File: src/rtl/fl_pkg.sv
package fl_pkg;
  // Strobes from the control section to the timer datapath
  typedef struct packed {
    logic load;   // start or restart the window with loadValue
    logic step;   // count one phase-detector cycle
    logic abort;  // end the window now
  } flStrobe_t;
endpackage

File: src/rtl/fl_ctrl.sv
module fl_ctrl
  import fl_pkg::*;
#(
  parameter int CNT_W = 13
) (
  input  logic             clk,
  input  logic             rstN,
  input  logic             pfdTick,
  input  logic             freqCommit,
  input  logic             pllEnable,
  input  logic             fastEnable,
  input  logic [CNT_W-1:0] fastCount,
  input  logic             timerActive,
  output flStrobe_t        strb,
  output logic [CNT_W-1:0] loadValue,
  output logic             cfgError,
  output logic             loopSwitch
);

  logic prevEnable;
  logic errQ;
  logic powerUpEdge;
  logic trigger;
  logic zeroCount;

  // Treated as high from reset, so leaving reset is not a power-up edge
  always_ff @(posedge clk or negedge rstN) begin
    if (!rstN) prevEnable <= 1'b1;
    else       prevEnable <= pllEnable;
  end

  assign powerUpEdge = pllEnable && !prevEnable;
  assign trigger     = fastEnable && (freqCommit || powerUpEdge);
  assign zeroCount   = (fastCount == '0);
  assign loadValue   = zeroCount ? CNT_W'(1) : fastCount;

  always_comb begin
    strb       = '0;
    strb.load  = trigger;
    strb.abort = timerActive && !fastEnable;
    strb.step  = timerActive && fastEnable && pfdTick && !trigger;
  end

  always_ff @(posedge clk or negedge rstN) begin
    if (!rstN)                      errQ <= 1'b0;
    else if (trigger && zeroCount)  errQ <= 1'b1;
  end

  assign cfgError   = errQ;
  assign loopSwitch = timerActive || !pllEnable;

  // the error flag never clears on its own
  p_err_sticky_r8: assert property (@(posedge clk) disable iff (!rstN)
    cfgError |=> cfgError);

  // load and abort never coincide
  p_load_abort_excl_r7: assert property (@(posedge clk) disable iff (!rstN)
    !(strb.load && strb.abort));

endmodule

File: src/rtl/fl_timer.sv
module fl_timer
  import fl_pkg::*;
#(
  parameter int CNT_W     = 13,
  parameter int CODE_W    = 3,
  parameter int NORM_OFS  = 1,
  parameter int BOOST_OFS = 4,
  parameter int MULT_W    = 4
) (
  input  logic              clk,
  input  logic              rstN,
  input  flStrobe_t         strb,
  input  logic [CNT_W-1:0]  loadValue,
  input  logic [CODE_W-1:0] normCode,
  input  logic [CODE_W-1:0] boostCode,
  output logic              timerActive,
  output logic [MULT_W-1:0] pumpMult
);

  logic [CNT_W-1:0] remain;
  logic             activeQ;
  logic             lastTick;

  assign lastTick = (remain <= CNT_W'(1));

  always_ff @(posedge clk or negedge rstN) begin
    if (!rstN) begin
      remain  <= '0;
      activeQ <= 1'b0;
    end else if (strb.load) begin
      remain  <= loadValue;
      activeQ <= 1'b1;
    end else if (strb.abort) begin
      remain  <= '0;
      activeQ <= 1'b0;
    end else if (strb.step) begin
      if (lastTick) begin
        remain  <= '0;
        activeQ <= 1'b0;
      end else begin
        remain  <= remain - CNT_W'(1);
      end
    end
  end

  assign timerActive = activeQ;

  always_comb begin
    if (activeQ) pumpMult = MULT_W'(boostCode) + MULT_W'(BOOST_OFS);
    else         pumpMult = MULT_W'(normCode)  + MULT_W'(NORM_OFS);
  end

  // a window only opens on a load strobe
  p_start_on_load_r2: assert property (@(posedge clk) disable iff (!rstN)
    $rose(activeQ) |-> $past(strb.load));

  // a window only closes on a counted tick or an abort
  p_end_on_step_r4: assert property (@(posedge clk) disable iff (!rstN)
    $fell(activeQ) |-> ($past(strb.step) || $past(strb.abort)));

  // each counted tick removes exactly one from the remainder
  p_count_down_r4: assert property (@(posedge clk) disable iff (!rstN)
    (strb.step && !strb.load && !strb.abort && remain > CNT_W'(1))
      |=> (remain == $past(remain) - CNT_W'(1)));

  // an active window always holds a nonzero remainder
  p_no_zero_active_r4: assert property (@(posedge clk) disable iff (!rstN)
    activeQ |-> (remain != '0));

endmodule

File: src/rtl/fastlock_timer.sv
module fastlock_timer
  import fl_pkg::*;
#(
  parameter int CNT_W     = 13,
  parameter int CODE_W    = 3,
  parameter int NORM_OFS  = 1,
  parameter int BOOST_OFS = 4,
  localparam int MAX_MULT = (2**CODE_W - 1) + ((BOOST_OFS > NORM_OFS) ? BOOST_OFS : NORM_OFS),
  localparam int MULT_W   = $clog2(MAX_MULT + 1)
) (
  input  logic              clk,
  input  logic              rstN,
  input  logic              pfdTick,
  input  logic              freqCommit,
  input  logic              pllEnable,
  input  logic              fastEnable,
  input  logic [CNT_W-1:0]  fastCount,
  input  logic [CODE_W-1:0] normCode,
  input  logic [CODE_W-1:0] boostCode,
  output logic              boostSel,
  output logic              loopSwitch,
  output logic [MULT_W-1:0] pumpMult,
  output logic              busy,
  output logic              cfgError
);

  flStrobe_t        strb;
  logic [CNT_W-1:0] loadValue;
  logic             timerActive;

  fl_ctrl #(.CNT_W(CNT_W)) u_ctrl (
    .clk(clk), .rstN(rstN), .pfdTick(pfdTick), .freqCommit(freqCommit),
    .pllEnable(pllEnable), .fastEnable(fastEnable), .fastCount(fastCount),
    .timerActive(timerActive), .strb(strb), .loadValue(loadValue),
    .cfgError(cfgError), .loopSwitch(loopSwitch)
  );

  fl_timer #(
    .CNT_W(CNT_W), .CODE_W(CODE_W), .NORM_OFS(NORM_OFS),
    .BOOST_OFS(BOOST_OFS), .MULT_W(MULT_W)
  ) u_timer (
    .clk(clk), .rstN(rstN), .strb(strb), .loadValue(loadValue),
    .normCode(normCode), .boostCode(boostCode),
    .timerActive(timerActive), .pumpMult(pumpMult)
  );

  assign boostSel = timerActive;
  assign busy     = timerActive;

  // a window never opens while the feature is disarmed
  p_needs_enable_r1: assert property (@(posedge clk) disable iff (!rstN)
    $rose(busy) |-> $past(fastEnable));

  // an armed commit always produces an active window next cycle
  p_commit_starts_r2: assert property (@(posedge clk) disable iff (!rstN)
    (freqCommit && fastEnable) |=> busy);

  // boost selection keeps the switch closed and the boost offset
  p_boost_switch_r5: assert property (@(posedge clk) disable iff (!rstN)
    boostSel |-> (loopSwitch && pumpMult >= MULT_W'(BOOST_OFS)));

  // disarming ends a running window at the next edge
  p_abort_r9: assert property (@(posedge clk) disable iff (!rstN)
    (busy && !fastEnable) |=> !busy);

endmodule

File: config.mk
export PLATFORM = sky130hd
export DESIGN_NAME = fastlock_timer
export DESIGN_NICKNAME = d
export VERILOG_FILES = /design/src/rtl/fl_pkg.sv /design/src/rtl/fl_ctrl.sv /design/src/rtl/fl_timer.sv /design/src/rtl/fastlock_timer.sv
export SDC_FILE = /design/constraint.sdc
export NUM_CORES = 1
export LEC_CHECK = 0
export ABC_AREA = 1
export BUFFER_PORTS_ARGS = -buffer_cell sky130_fd_sc_hd__buf_2
export CAP_MARGIN = 10
export CORE_MARGIN = 2
export CORE_UTILIZATION = 48
export DETAILED_ROUTE_END_ITERATION = 8
export GPL_ROUTABILITY_DRIVEN = 0
export PLACE_DENSITY = 0.84
export SLEW_MARGIN = 25
export SYNTH_ARGS = -nofsm -noshare
export SYNTH_HDL_FRONTEND = slang
export SYNTH_SLANG_ARGS = --single-unit
File: constraint.sdc
create_clock -name clk -period 1.5 [get_ports clk]
set_clock_uncertainty 0.1 [all_clocks]
set_input_delay 0.225 -clock clk [delete_from_list [all_inputs] [get_ports clk]]
set_output_delay 0.225 -clock clk [all_outputs]
set_load 0.005 [all_outputs]
; ---- Yosys cells after proc, flatten, opt, wreduce, memory -nomap -nowiden
; Cells that the tools add are included.
[word_totals]
register_bits = 16
input_bits = 25
word_cells = 35
[classes]
n_addsub = 3
order_cmp = 1
muxes = 10
n_reduce_logical = 17
[ops]
columns = cell, count
row1 = $mux W13, 5
row2 = $le A13 B1 Y1 const B, 1
row3 = $logic_not A13 Y1, 1
row4 = $sub A13 B1 Y13 const B, 1
row5 = $logic_and A1 B1 Y1, 7
row6 = $reduce_bool A3 Y1, 2
row7 = $add A3 B1 Y4 const B, 1
row8 = $add A3 B3 Y4 const B, 1
row9 = $logic_not A1 Y1, 4
row10 = $mux W1, 4
row11 = $mux W4, 1
row12 = $logic_or A1 B1 Y1, 2
row13 = $reduce_and A2 Y1, 1

; ---- Logic depth before layout (Yosys ltp)
[logic_depth]
word_depth = 9
ltp_mapped = 11
depth_no_buf = 10

; ---- Modules after synthesis
; A second synthesis with hierarchy kept.
[hier_totals]
cells_unflattened = 203
area_unflattened_um2 = 1351.3
[modules_own_cells]
columns = module, n_inst, cells_each, area_each_um2
row1 = fl_timer, 1, 160, 1126.1
row2 = fl_ctrl, 1, 42, 217.7
row3 = fastlock_timer, 1, 1, 7.5

; ---- Worst setup path before layout
; Ideal clock, no wire load.
[synth_timing]
path_type = reg-to-reg
from = register u_ctrl.prevEnable
to = register u_timer.remain[4]
setup_time_ns = 0.073
arrival_ns = 1.268
required_ns = 1.327
slack_ns = 0.059
path_stages_with_launch = 12
path_buffers = 1
period_less_slack_ns = 1.441
cell_sequence = dfstp_2 -> inv_1 -> nand2_1 -> nand2_1 -> nand2_1 -> nand2_2 -> inv_2 -> nand2_4 -> buf_6 -> nand2_1 -> inv_2 -> a21oi_2
[synth_via]
elab_chain_cells = 7
word_cells_on_any_way = 8
cone_classes = 1 x mux / 7 x reduce/logical
[synth_lines]
columns = element, line_no
row1 = "start, declared", fl_ctrl.sv:20  ; logic prevEnable;
row2 = "start signal, assigned", fl_ctrl.sv:29  ; else prevEnable <= pllEnable;
row3 = $logic_not A1 Y1 (*), fl_ctrl.sv:32  ; assign powerUpEdge = pllEnable && !prevEnable;
row4 = $logic_and A1 B1 Y1 (*), fl_ctrl.sv:32
row5 = $logic_or A1 B1 Y1 (*), fl_ctrl.sv:33  ; assign trigger = fastEnable && (freqCommit || powerUpEdge);
row6 = $logic_and A1 B1 Y1 (*), fl_ctrl.sv:33
row7 = $logic_not A1 Y1, fl_ctrl.sv:41  ; strb.step = timerActive && fastEnable && pfdTick && !trigger;
row8 = $logic_and A1 B1 Y1, fl_ctrl.sv:41
row9 = $reduce_bool A3 Y1 (no line), n/a
row10 = "end signal, assigned", fl_timer.sv:31  ; remain <= loadValue;
row11 = "end signal, assigned", fl_timer.sv:41  ; remain <= remain - CNT_W'(1);
row12 = "end, declared", fl_timer.sv:20  ; logic [CNT_W-1:0] remain;
; Every way passes the cells marked *; elsewhere a longest branch is shown, timed or not.
; A chain may end at the register's enable or synchronous reset.

; ---- Worst setup path in the final report
[layout_timing]
from = register u_timer.remain[4]
to = register u_timer.activeQ (netlist: u_timer.timerActive)
[layout_via]
elab_chain_cells = 3
[layout_lines]
columns = element, line_no
row1 = $le A13 B1 Y1, fl_timer.sv:24  ; assign lastTick = (remain <= CNT_W'(1));
row2 = $reduce_bool A3 Y1 (no line), n/a
row3 = $reduce_and A2 Y1 (no line), n/a
row4 = "end signal, assigned", fl_timer.sv:29  ; activeQ <= 1'b0;
row5 = "end signal, assigned", fl_timer.sv:32  ; activeQ <= 1'b1;
row6 = "end signal, assigned", fl_timer.sv:35  ; activeQ <= 1'b0;
row7 = "end, declared", fl_timer.sv:21  ; logic activeQ;
; Every way passes these cells.

==> results.py <==
metrics = {
    "outcome": {
        "outcome": "finished, violations left",
        "violations": "negative setup slack",
    },
    "critical_path": {
        "path_class": "reg -> reg",
        "cp.arrival_ps": 1700,
        "worst_setup_path_end_kind": "register",
        "reg2reg_from": "u_timer.remain[4]",
        "required_ps": 1600,
        "worstReg2RegEnd": "u_timer.timerActive",
        "rrSetupSlack_ps": -100,
        "r2r_cells": 8,
        "startpoint_type": "register",
        "critPathMaxFanout": 4,
    },
    "sta": {
        "final_max_slew_viol_count": 0,
        "totalNegativeSetupSlack_ps": -492,
        "period_minus_slack_ps": 1600,
        "period_share_pct": 107,
        "timing.final.ws_setup_ps": -98.7,
        "worst_pin_slew_ps": 385,
        "whs_ps": 117,
        "rsz0062_at_grt": "true",
        "maxSlewHeadroom_pct": 74.3,
        "setup_viol": 14,
        "max_freq_mhz": 626,
        "hold_viol_final": 0,
    },
    "global_route": {
        "grt_pass1_wl_mm": 5.80,
        "track_usage_pct": 23.1,
        "grt_max_degree": 17,
        "grt_pass1_vias": 1336,
        "grt-ovfl-total": 0,
        "antenna_found_initial": 0,
    },
    "cells_and_area": {
        "final_layout_size_suffix_gt1_share_pct": 48.9,
        "syn_to_final_growth_pct": 37.8,
        "regArea_um2": 407,
        "multi_input_area_um2": 982,
        "nets": 293,
        "num-fill-cells": 198,
        "diodes": 0,
        "finalInstanceArea_um2": 1910,
    },
    "detailed_routing": {
        "drtIter0Drc": 56,
        "wl_per_cell_um": 13.7,
        "drt_pass1_iterations": 4,
        "vias": 1502,
        "drt_wl_total_mm": 4.04,
        "drcViolationCount": 0,
        "ant_nets": 0,
        "viasPerCell": 5.09,
    },
    "synthesis": {
        "syn_avg_cell_area_um2": 6.56,
        "synth_area_leader_cell": "dfrtp_1",
        "synth_edf_count": 0,
        "yosysTopAreaCellShare_pct": 27.1,
        "synthFlopType": "dfrtp_1",
        "synth_most_common_cell": "nand2_1",
        "synthesis.nets": 239,
        "postSynth.asyncResetShare_pct": 100,
        "synth.ff_latch_count": 16,
        "synthTopCellsByCount": "66 x nand2_1, 38 x nor2_1, 26 x inv_1",
        "ys_top_cells_by_area": "dfrtp_1 27%, nand2_1 18%, nor2_1 10%",
        "netlist_area_um2": 1390,
        "synthDistinctLibCells": 27,
        "yosysSeqAreaShare_pct": 29.0,
        "syn_inst": 211,
        "yosysWarnings": 0,
    },
    "power_and_ir_drop": {
        "powerDensity_nw_per_um2": 1250,
        "p_leak_nw": 0.972,
        "peakVddDrop_uv": 843,
    },
    "placement": {
        "dpl_cell_area_um2": 1630,
        "dp_slack_ps": -102,
        "portBuffers": 32,
        "place_hpwl_mm": 2.38,
    },
    "worst_hold_path": {
        "min_path_cells": 3,
        "hp-start": "fastEnable",
        "hp-class": "in -> reg",
        "hold_end": "u_timer.timerActive",
    },
    "flow_run": {
        "maxCapViolations": 0,
    },
    "die": {
        "die_w_um": 57.7,
        "initial_core_util_pct": 50.2,
        "coreArea_um2": 2760,
        "row_count": 19,
        "dieArea_um2": 3330,
        "io-pin-count": 33,
        "die_height_um": 57.7,
    },
    "clocking": {
        "worstSkewPairLatency_ps": 310,
        "cts-root-buf": "clkbuf_4",
        "cts_buffers": 3,
        "numClockSinks": 16,
        "tritoncts": "done",
        "clockBufferDepth": 2,
        "h-tree-depth": 1,
        "cts.clk_slew.worst_paths_ps": 110,
    },
}
timing repair:
action                                 4_1_cts  5_1_grt
buffers inserted                             2        4
endpoints found under the hold margin       16        0
setup endpoints to repair                   16       18
resized for setup                           20       31
hold buffers                                 2        0
pin swaps                                    2       11
cloned                                       1        0
kinds of logic after synthesis:
group | Yosys count | synth area share [%]
AOI/OAI and AO/OA | 19 | 10.4
xor gates and xnor gates | 6 | 3.79
buffers and inverters | 34 | 11.8
and+or+nand+nor | 133 | 42.3
adders and majority gates | 3 | 2.71
DFF | 16 | 29.0
state kept, by name, summed over array words and instances, names as in the netlist:
| signal | flops |
|---|---|
| u_timer.remain | 13 |
| u_ctrl.cfgError | 1 |
| u_ctrl.prevEnable | 1 |
| u_timer.timerActive | 1 |
area by class of cell:
class	count	area share, %
inverters	29	5.83
multi-input cells	162	51.4
flip-flops and latches	16	21.3
well taps	31	2.03
clock buffers	4	1.90
repair buffers	53	17.5
through the flow:
| step | utilization (%) | cells | power, mW |
|---|---|---|---|
| 6_report | 69.2 | 295 | 2.39 |
| 5_1_grt | 69.2 | 295 | 2.56 |
| 4_1_cts | 64.0 | 291 | 2.11 |
| 3_5_place_dp | 59.3 | 283 | 1.68 |
| 3_3_place_gp | 59.3 | 283 | 1.66 |
| 2_1_floorplan | - | 211 | 1.38 |
report_power, final:
part | switching (mW) | leakage (nW) | internal [mW]
logic | 0.747 | 0.771 | 0.592
clock network | 0.169 | 0.0210 | 0.149
registers | 0.175 | 0.180 | 0.563
total | 1.09 | 0.972 | 1.30
routing by layer:
| metal | track usage [%] | part of all wire, % | up-vias | routed length, um |
|---|---|---|---|---|
| met4 | 11.6 | 4.0 | 0 | 161 |
| met2 | 39.3 | 51 | 56 | 2070 |
| met5 | 0 | 0 | - | 0 |
| li1 | - | - | 743 | - |
| met3 | 3.13 | 4.0 | 19 | 160 |
| met1 | 28.7 | 41 | 684 | 1650 |
cells in the final DEF (no fill, tap or decap), types with 2 or more instances in the layout:
cell            n
nand2_1        60
buf_2          32
nor2_1         24
inv_1          23
nand2_2        20
buf_4          16
a21oi_2        13
nor2_2         13
dfrtp_1        11
inv_2           5
nor2_4          5
nand3b_1        4
dfrtp_2         4
xnor2_1         3
nand2_4         3
clkbuf_4        3
buf_6           3
o21ai_2         2
xor2_2          2
ha_4            2
dlygate4sd3_1   2
worst max path at each step:
stage | start | cells past startpoint | end
4_1_cts | u_ctrl.prevEnable | 9 | u_timer.remain[0]
3_5_place_dp | u_timer.remain[0] | 7 | u_timer.remain[8]
5_1_grt | u_timer.timerActive | 9 | u_timer.timerActive
2_1_floorplan | u_ctrl.prevEnable | 11 | u_timer.remain[4]
6_report | u_timer.remain[4] | 8 | u_timer.timerActive
3_3_place_gp | u_timer.remain[0] | 7 | u_timer.remain[8]
critical path, cell delays in order, from the launching register on:
cell	delay, ps
dfrtp_2	470
nor2_2	130
inv_1	110
nor2_4	150
nand2_2	80
nand2_2	90
nor2_4	50
o21ai_0	230
nand2_1	80
(Power assumes the default switching activity.)
